`config.mk`:
```
export PLATFORM = sky130hd
export DESIGN_NAME = nibble_store_xu
export DESIGN_NICKNAME = d
export VERILOG_FILES = /design/src/rtl/nibble_store_xu.sv
export SDC_FILE = /design/constraint.sdc
export NUM_CORES = 1
export LEC_CHECK = 0
export BUFFER_PORTS_ARGS = -buffer_cell sky130_fd_sc_hd__buf_2
export CORE_MARGIN = 4
export CORE_UTILIZATION = 53
export DETAILED_ROUTE_END_ITERATION = 16
export PLACE_DENSITY = 0.81
export SKIP_CTS_REPAIR_TIMING = 1
export SLEW_MARGIN = 20
export SYNTH_ARGS = -nofsm -noshare
export SYNTH_HDL_FRONTEND = slang
export SYNTH_SLANG_ARGS = --single-unit
```
`constraint.sdc`:
```
create_clock -name clk -period 2.6 [get_ports clk]
set_clock_uncertainty 0.2 [all_clocks]
set_input_delay 0.26 -clock clk [delete_from_list [all_inputs] [get_ports clk]]
set_output_delay 0.26 -clock clk [all_outputs]
set_load 0.05 [all_outputs]
```
`src/rtl/nibble_store_xu.sv`:
```
module nibble_store_xu #(
  parameter int ADDR_W = 16,
  parameter int DATA_W = 4,
  parameter int INSN_W = 13,
  parameter int EXT_W  = 8
) (
  input  logic              clk,
  input  logic              rst,
  input  logic              exec,
  input  logic              pfx,
  input  logic [INSN_W-1:0] insn,
  input  logic [EXT_W-1:0]  ext_imm,
  input  logic [DATA_W-1:0] reg_a,
  input  logic [DATA_W-1:0] reg_b,
  input  logic              x_ld,
  input  logic              y_ld,
  input  logic [ADDR_W-1:0] ld_val,
  output logic              mem_we,
  output logic [ADDR_W-1:0] mem_addr,
  output logic [DATA_W-1:0] mem_wdata,
  output logic [ADDR_W-1:0] idx_x,
  output logic [ADDR_W-1:0] idx_y,
  output logic              ext_pending
);
  localparam int PAGE_W = ADDR_W - EXT_W;
  localparam logic [INSN_W-1:0] REG_BASE = INSN_W'('h1EE9);
  localparam logic [INSN_W-1:0] REG_MASK = INSN_W'('h1FF9);
  localparam logic [INSN_W-1:0] IMM_BASE = INSN_W'('h1E80);
  localparam logic [INSN_W-1:0] IMM_MASK = INSN_W'('h1FD0);

  logic [ADDR_W-1:0] x_q, y_q, base, st_addr;
  logic [EXT_W-1:0]  ext_q;
  logic              pend_q;
  logic              is_reg, is_imm, sel_y;
  logic [DATA_W-1:0] st_data;

  assign is_reg  = exec & ~pfx & ((insn & REG_MASK) == REG_BASE);
  assign is_imm  = exec & ~pfx & ((insn & IMM_MASK) == IMM_BASE);
  assign sel_y   = is_reg ? insn[1] : insn[5];
  assign base    = sel_y ? y_q : x_q;
  assign st_addr = (is_imm & pend_q) ? {{PAGE_W{sel_y}}, ext_q} : base;
  assign st_data = is_reg ? (insn[2] ? reg_b : reg_a) : insn[DATA_W-1:0];

  always_ff @(posedge clk) begin
    if (rst) begin
      x_q       <= '0;
      y_q       <= '0;
      ext_q     <= '0;
      pend_q    <= 1'b0;
      mem_we    <= 1'b0;
      mem_addr  <= '0;
      mem_wdata <= '0;
    end else begin
      mem_we <= is_reg | is_imm;
      if (is_reg | is_imm) begin
        mem_addr  <= st_addr;
        mem_wdata <= st_data;
      end
      if (exec) begin
        if (pfx) begin
          ext_q  <= ext_imm;
          pend_q <= 1'b1;
        end else begin
          pend_q <= 1'b0;
        end
      end
      if (x_ld)                   x_q <= ld_val;
      else if (is_reg & ~insn[1]) x_q <= x_q + ADDR_W'(1);
      if (y_ld)                   y_q <= ld_val;
      else if (is_reg & insn[1])  y_q <= y_q + ADDR_W'(1);
    end
  end

  assign idx_x       = x_q;
  assign idx_y       = y_q;
  assign ext_pending = pend_q;
endmodule

```
Word-level counts from Yosys, hierarchy flattened
Cells that the tools add are included.
{"block": "totals", "ram_bits": 0, "output_inout_bits": 54, "wordCells": 33, "mem_bits_ro": 0, "reg_bits": 62, "input_bits": 51, "mem_count": 0, "latch_bits": 0}
{"block": "op_classes", "eq_ne": 2, "order_cmp": 0, "n_addsub": 2, "n_shift": 0, "multipliers": 0, "n_mux": 10, "n_div": 0, "n_bitwise": 9, "n_reduce_logical": 3}
{"operator": "$mux W16", "count": 6}
{"operator": "$add A16 B1 Y16 const B", "count": 2}
{"operator": "$eq A11 B11 Y1 const B", "count": 1}
{"operator": "$eq A8 B8 Y1 const B", "count": 1}
{"operator": "$mux W4", "count": 2}
{"operator": "$and A1 B1 Y1", "count": 6}
{"operator": "$reduce_bool A2 Y1", "count": 2}
{"operator": "$mux W1", "count": 2}
{"operator": "$not A1 Y1", "count": 2}
{"operator": "$reduce_and A2 Y1", "count": 1}
{"operator": "$or A1 B1 Y1", "count": 1}

Longest topological paths before layout
Gate-level depths: netlist of run 1.
{"block": "depth", "depth_word": 6, "mapped_depth": 6, "depth_no_buf": 5}

Worst setup path after synthesis of run 1
Ideal clock, no wire load.
{"block": "synth_timing", "path_type": "reg2reg", "from": "register y_q[3], in the netlist idx_y[3]", "to": "register y_q[8], in the netlist idx_y[8]", "setup_ps": 74, "stages_incl_launch_ff": 6, "t_arrival_ps": 1979, "period_less_slack_ps": 2253, "setup_slack_ps": 347, "required_ps": 2326, "path_buffers": 1, "cell_sequence": "dfxtp_1 and4_1 nand4_1 clkbuf_1 or4_1 a31oi_1"}
{"block": "synth_via", "elab_chain_cells": 3}
{"item": "start: declaration", "line": "31", "rtl": "logic [ADDR_W-1:0] x_q, y_q, base, st_addr;"}
{"item": "start signal: assignment", "line": "69", "rtl": "if (y_ld) y_q <= ld_val;"}
{"item": "start signal: assignment", "line": "70", "rtl": "else if (is_reg & insn[1]) y_q <= y_q + ADDR_W'(1);"}
{"item": "$add A16 B1 Y16", "line": "70"}
{"item": "$mux W16", "line": "70"}
{"item": "$mux W16", "line": "69"}
No other way between the ends. The select of a mux whose other input is x is not followed.
A chain may end at the register's enable or synchronous reset.

Worst setup path in the final report of run 1
{"block": "layout_timing", "from": "register x_q[3], in the netlist idx_x[3]", "to": "register x_q[15], in the netlist idx_x[15]"}
{"block": "layout_via", "elab_chain_cells": 3}
{"item": "start: declaration", "line": "31"}
{"item": "start signal: assignment", "line": "67", "rtl": "if (x_ld) x_q <= ld_val;"}
{"item": "start signal: assignment", "line": "68", "rtl": "else if (is_reg & ~insn[1]) x_q <= x_q + ADDR_W'(1);"}
{"item": "$add A16 B1 Y16", "line": "68"}
{"item": "$mux W16", "line": "68"}
{"item": "$mux W16", "line": "67"}
No other way between the ends. The select of a mux whose other input is x is not followed.

==> impl_metrics.yaml, run 1 <==
run_status:
  status: "finished, violations left"
  violations: "negative hold slack"
synthesis:
  synth-edff-count: 0
  synthTopCellsByArea: "dfxtp_1 33%, a311oi_1 3.8%, nand3_1 3.8%"
  synth_cell_types: 64
  ys.flop_type: "dfxtp_1"
  syn_nets: 495
  ys_seq_area_share_pct: 33.4
  synth_async_sr_flop_share_pct: 0
  synth.largest_area_cell: "dfxtp_1"
  synth_top_area_share_pct: 33.4
  synth.cell_area_um2: 3710
  syn-instance-count: 442
  yosysWarnings: 0
  synth_area_per_cell_um2: 8.40
  ys_ff_latch: 62
final_layout:
  syn_to_final_growth_pct: 22.6
  antenna_cells: 0
  nNetsFinal: 592
  final_util_pct: 67.1
  drive_gt1_share_pct: 30.9
die:
  start_util_pct: 54.7
  fp-row-count: 30
  die-area_um2: 8410
  fp.dieW_um: 91.7
  pin_count: 105
  coreArea_um2: 6790
  die_y_um: 91.7
hold_path:
  hp-class: "in -> reg"
  hp-start: "y_ld"
  whs_path_depth: 2
clock_network:
  clkTransAtPathRegs_ns: 0.07
  numCtsBuffers: 9
  cts_tree: "done"
  clockBufferDepth: 2
  clock-root-buffer: "clkbuf_8"
  numClockSinks: 62
  clk_latency_ns: 0.35
  cts_max_level: 3
global_routing:
  grt_overflow_total: 0
  grt_pass1_vias: 3882
  groute.usage.overall_pct: 28.3
  grt_max_degree: 34
  antenna_found_initial: 0
  grt_pass1_wl_um: 19300
worst_setup_path:
  end_kind: "flop"
  worstPathCellList: "nand4_1, or2_0, or2_1, o311a_1"
  start_kind: "flop"
  crit_type: "reg -> reg"
  cp_data_required_time_ns: 2.64
  cp_top_family: "simple AND/OR/NAND/NOR gates"
  slowest_stage: "dfxtp_1"
  cp_max_fo: 9
  slowest_delay_ns: 0.51
  critPathArrivalTime_ns: 2.14
  ff2ff_setup_slack_ns: 0.49
  crit_end: "idx_x[15]"
  cp_num_cells: 4
  critPathLaunch: "idx_x[3]"
  reg2regPathDepth: 4
  critPathBufInv: 0
  rr_endpoint: "idx_x[15]"
  rr_startpoint: "idx_x[3]"
sta:
  holdWs_ns: -0.0251
  rsz0062_at_grt: "false"
  min_period_ns: 2.11
  totalNegativeSetupSlack_ns: 0
  maxSlewViolCount: 0
  hold_viol_final: 5
  worst_pin_slew_ns: 0.830
  period_share_pct: 81.0
  fmax_mhz: 475
  finalSetupViolations: 0
  relSlewSlack_pct: 44.6
place:
  port-buffer-count: 104
  routabilityCongestion: 0.900
  place_hpwl_um: 8880
pwr:
  comb_power_share_pct: 18.3
  swShare_pct: 32.7
  seq_power_share_pct: 44.6
  leakagePower_uw: 0.00188
  internal_power_uw: 1590
  clockPowerShare_pct: 37.1
  powerDensity_nw_per_um2: 519
  power_switching_uw: 773
  irDropWorstVdd_v: 0.000253
route:
  drcViolationCount: 0
  dr_total_vias: 4203
  drtIter0Drc: 406
  dr.pass1.iters: 5
  wl_per_cell_um: 19.3
  vias_per_cell: 6.57
  drtAntennaViolNets: 0
  drt-total-wl_um: 12400
run:
  maxCapViolations: 0
[placed cells by master, fill, tap and decap left out, types with 11 or more instances in the layout]
master	netlist	routed
o31ai_1	12	12
nand2_1	34	34
nand4_1	16	16
a311oi_1	16	16
and3_1	13	13
nand3_1	28	28
buf_2	8	104
nand2b_1	11	11
dfxtp_1	62	62
buf_4	1	11
nor2_1	37	37
a21oi_1	19	19
[worst min-delay path by stage]
stage,to,slack (ns)
floorplan,idx_y[9],0.18
global placement,ext_q[0],0.25
detailed placement,mem_wdata[1],0.25
CTS,idx_y[9],-0.03
global route,ext_q[5],0.0006
finish,idx_y[9],-0.03
[synthesized netlist by cell type (all sizes together), types with 11 or more instances]
master / n
o21ai: 11
clkbuf: 24
a21oi: 19
o41ai: 11
dfxtp: 62
nand3: 28
nand4: 17
and3: 13
a311oi: 16
nand2b: 11
nor2: 37
o31ai: 12
inv: 11
or2: 12
nand2: 34
[per-layer routing]
layer	up-vias	share of wire (%)	GRT usage [%]
li1	1910	-	-
met1	2003	40	35.4
met2	253	48	47.2
met3	37	8.9	4.84
met4	0	2.9	13.5
met5	-	0	0
[power groups by stage]
stage | clock (uW) | combinational, uW | sequential (uW)
final | 878 | 432 | 1050
after global routing | 925 | 459 | 1060
after CTS | 875 | 424 | 1050
after detailed placement | 0 | 422 | 1070
after global placement | 0 | 413 | 1070
after floorplan | 0 | 173 | 1170
[sequential cells by signal (all words and copies together) (netlist names)]
name,flops
mem_we,1
ext_q,8
mem_wdata,4
mem_addr,16
ext_pending,1
idx_y,16
idx_x,16
[worst reg2reg max path, stage by stage (launching register included)]
cell and delay, ns:
dfxtp_1 0.51, nand4_1 0.38, or2_0 0.35, or2_1 0.24
o311a_1 0.32
[layout make-up]
type | instances | area, um^2
multi-input combinational | 334 | 2290
fill | 565 | 2240
sequential | 62 | 1240
timing repair buffer | 120 | 663
clock buffer | 10 | 138
tap | 96 | 120
clock inverter | 6 | 61.3
inverter | 12 | 45.0
[cell families after synthesis]
kind of cell,after synthesis,share of synthesized area [%]
buf+inv,46,5.02
xor+xnor,1,0.236
flops,62,33.4
compound gates,123,28.5
fa+ha+maj,2,0.674
simple gates,204,31.1
mux,4,1.11
[per-stage QoR]
stage                     area (um^2)  hold slack, ns  total power (uW)  worst slack (ns)  cells
after floorplan                  3710           0.175              1350             0.347    442
after global placement           4320           0.249              1480             0.316    620
after detailed placement         4320           0.251              1500             0.271    620
after CTS                        4520         -0.0322              2350             0.528    636
after global routing             4560        0.000634              2440             0.367    640
final                            4560         -0.0251              2360             0.494    640
No activity file was read; power rests on OpenSTA's default activity.
==> run 2: changes to the inputs <==
CORE_UTILIZATION = 48   (was 53)
PLACE_DENSITY = 0.77   (was 0.81)
clock period = 1.9 ns   (was 2.6 ns; I/O delays follow)
==> impl_metrics.yaml, run 2 (synthesis gave the netlist of run 1 again) <==
place:
  place_ws_ns: -0.162
  port-buffer-count: 104
  place_hpwl_um: 9560
  placed_area_um2: 4720
  routabilityCongestion: 0.937
sta:
  relSlewSlack_pct: 59.0
  hold_viol_final: 2
  worst_pin_slew_ns: 0.614
  fmax_mhz: 524
  maxSlewViolCount: 0
  rsz0062_at_grt: "true"
  min_period_ns: 1.91
  holdWs_ns: -0.0151
  finalSetupViolations: 1
  fin_ws_ns: -0.00917
  period_share_pct: 100
  totalNegativeSetupSlack_ns: -0.00917
final_layout:
  syn_to_final_growth_pct: 41.0
  layout_commonest_cell: "buf_2"
  post-route-cell-area_um2: 5240
  drive_gt1_share_pct: 41.3
  antenna_cells: 0
  regArea_um2: 1310
  layout.cells.most_common_list: "104 x buf_2, 60 x buf_4, 37 x nor2_1"
  nNetsFinal: 660
  n_fill_cell: 585
  multi_input_area_um2: 2330
worst_setup_path:
  critPathArrivalTime_ns: 1.97
  worstPathCellList: "and4_4, nand4_1, buf_6, buf_4, or3_1, a311oi_2"
  slowest_stage: "or3_1"
  end_kind: "flop"
  start_kind: "flop"
  crit_type: "reg -> reg"
  cp_data_required_time_ns: 1.96
  cp_max_fo: 7
  slowest_delay_ns: 0.36
pwr:
  leakagePower_uw: 0.00222
  irDropWorstVdd_v: 0.000407
  powerDensity_nw_per_um2: 627
run_status:
  status: "finished, violations left"
  violations: "negative hold slack, negative setup slack"
route:
  vias_per_cell: 6.27
  dr.pass1.iters: 5
  dr_total_vias: 4460
  drcViolationCount: 0
  drtIter0Drc: 372
  wl_per_cell_um: 18.5
  drt-total-wl_um: 13200
  drtAntennaViolNets: 0
global_routing:
  grt_pass1_vias: 4015
  grt_max_degree: 31
  groute.usage.overall_pct: 27.2
  grt_pass1_wl_um: 19400
  antenna_found_initial: 0
  grt_overflow_total: 0
clock_network:
  clockBufferDepth: 2
  clk_latency_ns: 0.35
  numCtsBuffers: 9
  cts_max_level: 3
  clock-root-buffer: "clkbuf_8"
  numClockSinks: 62
  clkTransAtPathRegs_ns: 0.08
  cts_tree: "done"
die:
  start_util_pct: 50.4
  fp-row-count: 31
  die_y_um: 96.0
  fp.dieW_um: 96.0
  coreArea_um2: 7370
  pin_count: 105
  die-area_um2: 9210
hold_path:
  hp-class: "in -> reg"
run:
  maxCapViolations: 0
-- run 2: changes by cell type in the layout (fill, tap and decap cells not counted), sizes merged --
cell / before / now
dlygate4sd3: 4 / 21
bufinv: 1 / 0
buf: 116 / 167
clkbuf: 10 / 14
clkinv: 5 / 2
-- run 2: where the power goes --
group / internal [uW] / switching (uW) / total (uW)
Clock: 624 / 543 / 1170
Sequential: 1350 / 76.0 / 1430
Combinational: 251 / 433 / 684
Total: 2230 / 1050 / 3280
-- run 2: critical path, delay by kind of cell, from the launching register on --
family,cells,cell delay (ns)
compound gates,1,0.24
simple gates,3,0.72
buf+inv,2,0.31
flops,1,0.35
-- run 2: worst paths after layout --
kind / cells past startpoint / slack [ns] / from / endpoint
setup / recovery: 6 / -0.009 / idx_y[2] / idx_y[7]
hold / removal: 3 / -0.02 / ld_val[7] / idx_y[7]
setup reg to reg: 6 / -0.009 / idx_y[2] / idx_y[7]
hold reg to reg: 2 / 0.26 / ext_q[7] / ext_q[7]
-- run 2: layout make-up --
class,count,share of cell area (%)
clock buffer,14,3.51
clock inverter,2,0.239
inverter,12,0.860
multi-input combinational,334,44.5
sequential,62,25.0
tap,99,2.37
timing repair buffer,188,23.5
-- run 2: metal layers --
layer / GRT usage, % / share of wire, %
met1: 35.2 / 39
met2: 44.1 / 49
met3: 4.07 / 9.1
met4: 13.2 / 3.4
met5: 0 / 0
-- run 2: stage by stage --
| stage | cells | power, uW | utilization (%) |
|---|---|---|---|
| 2_1_floorplan | 442 | 1840 | - |
| 3_3_place_gp | 667 | 2080 | 64.1 |
| 3_5_place_dp | 667 | 2090 | 64.1 |
| 4_1_cts | 683 | 3230 | 66.8 |
| 5_1_grt | 711 | 3380 | 71.1 |
| 6_report | 711 | 3280 | 71.1 |
